[src/rtl/rx_silo_pkg.sv]
package rx_silo_pkg;

    parameter int NLINES     = 16;
    parameter int DEPTH      = 64;
    parameter int CHAR_W     = 8;
    parameter int LINE_W     = 4;
    parameter int ALARM_INIT = 16;

    localparam logic [1:0] ADDR_CSR   = 2'd0;
    localparam logic [1:0] ADDR_NXCH  = 2'd1;
    localparam logic [1:0] ADDR_ALARM = 2'd2;

    localparam logic [15:0] CSR_EN_MASK = 16'o030100;
    localparam int          RIE_BIT     = 6;

    typedef struct packed {
        logic              ovr;
        logic              ferr;
        logic              perr;
        logic [LINE_W-1:0] line;
        logic [CHAR_W-1:0] ch;
    } silo_ent_t;

    typedef struct packed {
        logic              valid;
        logic              ovr;
        logic              ferr;
        logic              perr;
        logic [CHAR_W-1:0] ch;
    } hold_t;

    function automatic logic [15:0] ent_to_word(input silo_ent_t e);
        return {1'b1, e};
    endfunction

endpackage

[src/rtl/rx_line_hold.sv]
module rx_line_hold
    import rx_silo_pkg::*;
(
    input  logic              clk,
    input  logic              rst,
    input  logic              stb,
    input  logic [CHAR_W-1:0] ch,
    input  logic              perr,
    input  logic              ferr,
    input  logic              grant,
    output hold_t             q
);

    always_ff @(posedge clk) begin
        if (rst) begin
            q <= '0;
        end else if (grant || !q.valid) begin
            q.valid <= stb;
            q.ovr   <= 1'b0;
            q.ferr  <= ferr;
            q.perr  <= perr;
            q.ch    <= ch;
        end else if (stb) begin
            q.ovr <= 1'b1;
        end
    end

    p_hold_ovr_r7: assert property (@(posedge clk) disable iff (rst)
        (q.valid && !grant && stb) |=> (q.valid && q.ovr));

    p_grant_valid_r4: assert property (@(posedge clk) disable iff (rst)
        grant |-> q.valid);

endmodule

[src/rtl/rx_arbiter.sv]
module rx_arbiter
    import rx_silo_pkg::*;
#(
    parameter int N = NLINES
) (
    input  logic              clk,
    input  logic              rst,
    input  logic [N-1:0]      req,
    output logic [N-1:0]      grant,
    output logic [LINE_W-1:0] idx,
    output logic              any
);

    always_comb begin
        idx = '0;
        for (int i = N - 1; i >= 0; i--) begin
            if (req[i]) idx = LINE_W'(i);
        end
        any   = |req;
        grant = any ? (N'(1) << idx) : '0;
    end

    p_grant_onehot_r4: assert property (@(posedge clk) disable iff (rst)
        $onehot0(grant));

    p_grant_lowest_r4: assert property (@(posedge clk) disable iff (rst)
        (req != '0) |-> (((grant & req) != '0) && ((req & (grant - N'(1))) == '0)));

endmodule

[src/rtl/rx_fifo.sv]
module rx_fifo
    import rx_silo_pkg::*;
#(
    parameter int D = DEPTH,
    localparam int PTR_W = $clog2(D),
    localparam int CNT_W = $clog2(D + 1)
) (
    input  logic             clk,
    input  logic             rst,
    input  logic             wr,
    input  silo_ent_t        wdata,
    input  logic             rd,
    output silo_ent_t        head,
    output logic [CNT_W-1:0] count,
    output logic             full,
    output logic             empty
);

    silo_ent_t        mem [D];
    logic [PTR_W-1:0] wp, rp;
    logic             do_wr, do_rd;

    assign full  = (count == CNT_W'(D));
    assign empty = (count == '0);
    assign do_wr = wr && !full;
    assign do_rd = rd && !empty;
    assign head  = mem[rp];

    function automatic logic [PTR_W-1:0] bump(input logic [PTR_W-1:0] p);
        return (p == PTR_W'(D - 1)) ? '0 : p + PTR_W'(1);
    endfunction

    always_ff @(posedge clk) begin
        if (do_wr) mem[wp] <= wdata;
    end

    always_ff @(posedge clk) begin
        if (rst) begin
            wp    <= '0;
            rp    <= '0;
            count <= '0;
        end else begin
            if (do_wr) wp <= bump(wp);
            if (do_rd) rp <= bump(rp);
            count <= count + CNT_W'(do_wr) - CNT_W'(do_rd);
        end
    end

    p_no_overflow_r5: assert property (@(posedge clk) disable iff (rst)
        count <= CNT_W'(D));

    p_pop_empty_r6: assert property (@(posedge clk) disable iff (rst)
        (rd && empty && !wr) |=> empty);

endmodule

[src/rtl/rx_silo.sv]
module rx_silo
    import rx_silo_pkg::*;
#(
    parameter int N         = NLINES,
    parameter int D         = DEPTH,
    parameter int ALARM_RST = ALARM_INIT,
    localparam int CNT_W    = $clog2(D + 1)
) (
    input  logic                clk,
    input  logic                rst,
    input  logic [N-1:0]        line_stb,
    input  logic [N*CHAR_W-1:0] line_data,
    input  logic [N-1:0]        line_perr,
    input  logic [N-1:0]        line_ferr,
    input  logic [1:0]          reg_addr,
    input  logic                reg_wr,
    input  logic                reg_rd,
    input  logic [15:0]         reg_wdata,
    output logic [15:0]         reg_rdata,
    output logic                rx_irq
);

    hold_t             hq [N];
    logic [N-1:0]      req, grant;
    logic [LINE_W-1:0] sel;
    logic              pick;
    silo_ent_t         wr_ent, head;
    logic [CNT_W-1:0]  count;
    logic              full, empty, wr_en, pop;
    logic              ovr_pend;
    logic [15:0]       csr_q;
    logic [CNT_W-1:0]  alarm_q;

    for (genvar g = 0; g < N; g++) begin : g_line
        rx_line_hold u_hold (
            .clk   (clk),
            .rst   (rst),
            .stb   (line_stb[g]),
            .ch    (line_data[g*CHAR_W +: CHAR_W]),
            .perr  (line_perr[g]),
            .ferr  (line_ferr[g]),
            .grant (grant[g]),
            .q     (hq[g])
        );
        assign req[g] = hq[g].valid;
    end

    rx_arbiter #(.N(N)) u_arb (
        .clk   (clk),
        .rst   (rst),
        .req   (req),
        .grant (grant),
        .idx   (sel),
        .any   (pick)
    );

    always_comb begin
        wr_ent.ovr  = hq[sel].ovr | ovr_pend;
        wr_ent.ferr = hq[sel].ferr;
        wr_ent.perr = hq[sel].perr;
        wr_ent.line = sel;
        wr_ent.ch   = hq[sel].ch;
    end

    assign wr_en = pick && !full;
    assign pop   = reg_rd && (reg_addr == ADDR_NXCH);

    rx_fifo #(.D(D)) u_fifo (
        .clk   (clk),
        .rst   (rst),
        .wr    (wr_en),
        .wdata (wr_ent),
        .rd    (pop),
        .head  (head),
        .count (count),
        .full  (full),
        .empty (empty)
    );

    always_ff @(posedge clk) begin
        if (rst) begin
            ovr_pend <= 1'b0;
            csr_q    <= '0;
            alarm_q  <= CNT_W'(ALARM_RST);
        end else begin
            if (pick && full) ovr_pend <= 1'b1;
            else if (wr_en)   ovr_pend <= 1'b0;
            if (reg_wr && reg_addr == ADDR_CSR)   csr_q   <= reg_wdata & CSR_EN_MASK;
            if (reg_wr && reg_addr == ADDR_ALARM) alarm_q <= reg_wdata[CNT_W-1:0];
        end
    end

    always_comb begin
        case (reg_addr)
            ADDR_CSR:   reg_rdata = csr_q;
            ADDR_NXCH:  reg_rdata = empty ? 16'h0000 : ent_to_word(head);
            ADDR_ALARM: reg_rdata = 16'(alarm_q);
            default:    reg_rdata = 16'h0000;
        endcase
    end

    assign rx_irq = csr_q[RIE_BIT] && (count >= alarm_q);

    p_ovr_after_drop_r5: assert property (@(posedge clk) disable iff (rst)
        ($past(pick && full) && wr_en) |-> wr_ent.ovr);

    p_empty_reads_zero_r6: assert property (@(posedge clk) disable iff (rst)
        (pop && empty) |-> (reg_rdata == 16'h0000));

endmodule

[config.mk]
export PLATFORM = sky130hd
export DESIGN_NAME = rx_silo
export DESIGN_NICKNAME = d
export VERILOG_FILES = /design/src/rtl/rx_silo_pkg.sv /design/src/rtl/rx_line_hold.sv /design/src/rtl/rx_arbiter.sv /design/src/rtl/rx_fifo.sv /design/src/rtl/rx_silo.sv
export SDC_FILE = /design/constraint.sdc
export NUM_CORES = 1
export LEC_CHECK = 0
export ABC_CLOCK_PERIOD_IN_PS = 5840
export BUFFER_PORTS_ARGS = -buffer_cell sky130_fd_sc_hd__buf_2
export CELL_PAD_IN_SITES_DETAIL_PLACEMENT = 0
export CELL_PAD_IN_SITES_GLOBAL_PLACEMENT = 1
export CORE_MARGIN = 5
export CORE_UTILIZATION = 55
export CTS_BUF_LIST = sky130_fd_sc_hd__clkbuf_4 sky130_fd_sc_hd__clkbuf_8
export DETAILED_ROUTE_END_ITERATION = 8
export PLACE_DENSITY_LB_ADDON = 0.1
export SLEW_MARGIN = 20
export SYNTH_ARGS = -nofsm -noshare
export SYNTH_HDL_FRONTEND = slang
export SYNTH_SLANG_ARGS = --single-unit
[constraint.sdc]
create_clock -name clk -period 5.84 [get_ports clk]
set_input_delay 0.292 -clock clk [delete_from_list [all_inputs] [get_ports clk]]
set_output_delay 0.292 -clock clk [all_outputs]
set_load 0.01 [all_outputs]
After elaboration in Yosys (flattened, before gate mapping)
Memory sizes are Yosys's and may differ from the RTL's. A register that Yosys moved wholly into a read port is not among the register bits.
Index checks and enable logic that the tools add are counted.

storage, ports and cells
  RAM bits = 960
  bits of input ports = 198
  bits in registers = 222
  output and inout bits = 17
  memories = 1
  word-level logic and storage cells = 193

cells by class
  reductions and logical operators = 62
  equal/unequal tests = 5
  shift-type cells = 1
  add/sub/neg operators = 4
  $lt $le $gt $ge = 2
  muxes and demuxes = 30
  bitwise gates (word level) = 2

memory list
  memory      depth  width  read ports  clocked after memory_dff  wr ports  RTL line       text
  u_fifo.mem  64     15     1           1                         1         rx_fifo.sv:19  silo_ent_t mem [D];

operators by type and width
  kind                                                                 number
  4-bit two-way mux                                                    16
  12-bit binary-select mux with 4-bit select                           1
  16-bit case mux with 3 select lines                                  1
  16-bit two-way mux                                                   2
  2-bit OR reduction                                                   16
  6-bit two-way mux                                                    4
  11-bit two-way mux                                                   2
  1-bit zero test                                                      18
  1-bit logical OR                                                     16
  16-bit OR reduction                                                  1
  1-bit by 4-bit left shift with 16-bit output (first input constant)  1
  6-bit by 1-bit adder with 6-bit output (second input constant)       2
  6-bit == test (second input constant)                                2
  1-bit logical AND                                                    8
  7-bit by 1-bit adder with 7-bit output                               1
  7-bit == test (second input constant)                                1
  7-bit >= comparator                                                  1
  7-bit zero test                                                      1
  7-bit by 1-bit subtractor with 7-bit output                          1
  5-bit >= comparator (second input constant)                          1
  4-bit NOT with 5-bit output                                          1
  1-bit two-way mux                                                    4
  2-bit by 1-bit == test with 1-bit output (second input constant)     1
  2-bit == test (second input constant)                                1
  3 further kinds                                                      3

Depth between registers and ports, before layout
  word-level depth = 21
  gate-level depth with buffers = 18
  gate-level depth less buffers = 17

Hierarchy
From an unflattened synthesis, not the netlist that was laid out.

second synthesis, totals
  cells, all modules = 3045
  area, all modules = 49703.9 sq um

by module, submodules not included
  module        cells each  seq. area each (sq um)  area an instance (sq um)  instances
  rx_fifo       1939        29328.1                 38281.7                   1
  rx_line_hold  53          240.2                   556.8                     16
  rx_silo       188         220.2                   2117.0                    1
  rx_arbiter    70          0.0                     396.6                     1

Least setup slack after synthesis
Ideal clock, no wire load.

  kind = reg-to-reg
  from = register g_line[5].u_hold.q[11] in the netlist's numbering
  to = memory u_fifo.mem[0][2] in the netlist's numbering, data pin
  stages on the path, launching flop included = 12
  period minus slack after synthesis = 5.232 ns
  buffers on the path = 2
  setup slack = 0.608 ns
  data required time = 5.159 ns
  arrival time = 4.551 ns
  library setup time = 0.681 ns
  cell sequence = dfxtp_1 > inv_2 > a2111oi_4 > o21ai_2 > a21o_1 > buf_6 > inv_6 > buf_4 > nand2_1 > a32oi_1 > nand2_1 > nor3_1

RTL lines
  item         RTL line            text
  from (decl)  rx_line_hold.sv:11  output hold_t q
  to (decl)    rx_fifo.sv:19

Worst setup path in the final report
  from = register u_fifo.count[4]
  to = output reg_rdata[13]

on the way
  longest elaborated chain between the ends = 3

ends and longest elaborated chain
  item                                 RTL line       text
  from (decl)                          rx_fifo.sv:14  output logic [CNT_W-1:0] count,
  from (signal assigned)               rx_fifo.sv:45  count <= count + CNT_W'(do_wr) - CNT_W'(do_rd);
  7-bit zero test                      rx_fifo.sv:24  assign empty = (count == '0);
  16-bit two-way mux                   rx_silo.sv:96  ADDR_NXCH: reg_rdata = empty ? 16'h0000 : ent_to_word(head);
  16-bit case mux with 3 select lines  rx_silo.sv:94  case (reg_addr)
  to (decl)                            rx_silo.sv:19  output logic [15:0] reg_rdata,

No other way between the ends.

==> results.toml <==
[synthesis]
netlist.top_cell.by_area = "sky130_fd_sc_hd__edfxtp_1"
post_synthesis_cell_count = 2641
synth_seq_cells = 1188
ys_seq_area_share_pct = 71.1
synth-edff-count = 960
ys_dominant_reg_cell = "sky130_fd_sc_hd__edfxtp_1"
yosysTopAreaCellShare_pct = 61.4
most_common_cell_in_the_synthesized_netlist = "sky130_fd_sc_hd__edfxtp_1"
total_number_of_yosys_warnings = 0
ys_top_cells_by_count = "960 x sky130_fd_sc_hd__edfxtp_1, 304 x sky130_fd_sc_hd__mux4_2, 259 x sky130_fd_sc_hd__nor2_1"
synth_fp_nets = 2858
yosys-top-cells-area = "sky130_fd_sc_hd__edfxtp_1 61%, sky130_fd_sc_hd__mux4_2 15%, sky130_fd_sc_hd__dfxtp_1 9.7%"
netlist-cell-type-count = 73
netlist_area_um2 = 47000
async_set_or_reset_flop_fraction_in_the_synthesized_netlist_pct = 0
syn_area_per_cell_um2 = 17.8

[worst_setup_path]
slowest_stage = "sky130_fd_sc_hd__o211ai_1"
timing.critical_path.cells = "inv_1, ha_1, and4_1, a21oi_1, nand2_1, o211ai_1, buf_2"
critical_path_required_ns = 5.55
worstPathArrival_ns = 4.17
path_class = "reg -> out"
path_max_fanout = 15
critical-path-max-stage-delay_ns = 0.87
cp-end-kind = "output port"
worstSetupStartpointType = "flip-flop"

[power]
vdd_ir_drop_max_v = 0.000258
cellLeakagePower_nw = 19.4
power_density_nw_per_um2 = 341
design_power_total_mw = 19.1

[global_route]
final_global_route_overflow_total = 0
global_route.usage.total_pct = 27.5
grt_max_degree = 102
grt_first_pass_wirelength_um = 183000
grt_antenna_before_repair = 7
vias_in_the_first_global_route = 28260

[cells_and_area]
flow.area_growth_from_synthesis_pct = 19.6
multiInputGateArea_um2 = 12900
regArea_um2 = 33400
fraction_of_layout_instances_using_a_drive_strength_above_1_pct = 28.1
num-nets-final = 3490
nFillCells = 5790

[clock_tree]
tritoncts_clock_tree = "yes"
clkSlewWorstSetupHoldPaths_ns = 0.07
clock_tree.root_cell = "sky130_fd_sc_hd__clkbuf_8"
cts_htree_levels = 4
clock-sinks = 1188
clk-insertion-delay-late_ns = 0.85
postCtsResizedCells = 0
cts-root-to-sink-buffers = 3
cts_buffers = 186

[routing]
routed_wirelength_um = 124000
total_iterations_of_the_first_detailed_routing_run = 5
initialDrtViolationCount = 2609
drc_errors = 0
ant_nets = 0
avgViaCountPerCell = 5.96
avgRoutedWirePerCell_um = 27.1
num_vias = 27189

[job]
max-cap-violations = 0

[sta]
timing_max_transition_violations_final = 0
rsz_0062_raised_after_global_routing = "no"
timing.final.hold_violations = 0
worstMarginPinSlew_ns = 1.12
layout_worst_path_cycle_share_pct = 76.4
post-route-min-period_ns = 4.46
setup-violations-final = 0
timing.clock.skew_ns = 0.0361
timing.setup.tns_ns = 0
post-route-worst-setup-slack_ns = 1.38
fmaxAchievable_mhz = 224
maxSlewHeadroom_pct = 25.3

[floorplanning]
die_area_um2 = 91400
ioPinCount = 215
floorplan.rows = 107
die_x_extent_um = 302
initial_cell_density_of_the_core_pct = 55.3
floorplan.core_area_um2 = 85000
die-height_um = 302

[place]
place.detailed.hpwl_um = 74400
place_congestion = 0.903
io_buffer_count = 207
place_ws_ns = 1.66

[status]
outcome = "finished clean"

[min_path]
worstHoldPathType = "in -> reg"
cells in the final DEF, fill, tap and decap left out, types with 24 or more instances in the layout:
cell and instances:
sky130_fd_sc_hd__nor2_1 255, sky130_fd_sc_hd__nand2_1 177, sky130_fd_sc_hd__clkbuf_8 201, sky130_fd_sc_hd__mux4_2 304
sky130_fd_sc_hd__dfxtp_1 223, sky130_fd_sc_hd__dlygate4sd3_1 281, sky130_fd_sc_hd__buf_2 206, sky130_fd_sc_hd__edfxtp_1 960
sky130_fd_sc_hd__buf_4 104, sky130_fd_sc_hd__mux2i_1 182, sky130_fd_sc_hd__clkinv_1 43, sky130_fd_sc_hd__inv_1 31
sky130_fd_sc_hd__o21ai_0 24, sky130_fd_sc_hd__nand3_1 32, sky130_fd_sc_hd__clkbuf_4 58, sky130_fd_sc_hd__a21oi_1 68
per-stage QoR:
| step | hold slack (ns) | util, % | std cells | cell area [um^2] |
|---|---|---|---|---|
| 6_report | 0.126 | 66.1 | 4563 | 56200 |
| 5_1_grt | 0.146 | 66.1 | 4563 | 56200 |
| 4_1_cts | 0.0414 | 66.1 | 4557 | 56200 |
| 3_5_place_dp | 0.442 | 58.5 | 3948 | 49800 |
| 3_3_place_gp | 0.439 | 58.5 | 3948 | 49800 |
| 2_1_floorplan | 0.413 | - | 2641 | 47000 |
flip-flops by register name, summed over array words and instances, names as in the netlist, named ones only:
name and flops:
alarm_q 7, csr_q 3, g_line.u_hold.q 192, ovr_pend 1, u_fifo.count 7, u_fifo.mem 960, u_fifo.rp 6, u_fifo.wp 6
cell families after synthesis:
group / after synthesis / synth area share [%]
AND/OR/NAND/NOR: 555 / 5.08
adder cells (fa/ha/maj): 19 / 0.522
flip-flops: 1188 / 71.1
buffers and inverters: 188 / 1.89
multiplexers: 486 / 18.4
other: 1 / 0.00798
XOR/XNOR: 13 / 0.242
AO/OA/AOI/OAI: 191 / 2.74
final cells by class:
type,count,area share (%)
antenna,6,0.0267
multi-input combinational,1265,22.9
tap,1144,2.55
inverter,35,0.243
clock buffer,259,5.70
clock inverter,69,0.712
sequential,1188,59.4
timing repair buffer,597,8.43
timing repair:
action / CTS / global route
hold endpoints to repair: 207 / 0
hold buffers: 281 / 0
setup buffers: 0 / 0
endpoints found under the setup margin: 0 / 0
final timing paths:
kind | from | to | slack [ns] | cells past startpoint
setup / recovery | u_fifo.count[4]$_SDFF_PP0_ | reg_rdata[13] | 1.38 | 7
hold reg to reg | g_line[1].u_hold.q[7]$_SDFFE_PP0P_ | g_line[1].u_hold.q[7]$_SDFFE_PP0P_ | 0.45 | 2
setup reg to reg | g_line[9].u_hold.q[11]$_SDFFE_PP0P_ | g_line[6].u_hold.q[9]$_SDFFE_PP0P_ | 1.50 | 9
hold / removal | reg_addr[1] | alarm_q[6]$_SDFFE_PP0P_ | 0.13 | 4
metal layers:
metal	vias up	routed length, um	global-route usage, %
met4	0	4210	9.74
met3	250	8440	4.18
li1	11670	-	-
met5	-	0	0
met1	14089	51000	39.3
met2	1180	59900	44.0
report_power, final:
| group | internal (mW) | total (mW) | switching [mW] |
|---|---|---|---|
| Combinational | 0.952 | 2.43 | 1.48 |
| Clock | 3.62 | 6.78 | 3.16 |
| Sequential | 9.78 | 9.93 | 0.146 |
| Total | 14.4 | 19.1 | 4.78 |
critical path, delay by kind of cell, from the launching register on:
| kind | cells | cell delay (ns) |
|---|---|---|
| AO/OA/AOI/OAI | 2 | 1.44 |
| flip-flops | 1 | 0.38 |
| buffers and inverters | 2 | 0.34 |
| AND/OR/NAND/NOR | 2 | 0.96 |
| adder cells (fa/ha/maj) | 1 | 0.21 |
No activity file was read; power rests on OpenSTA's default activity.
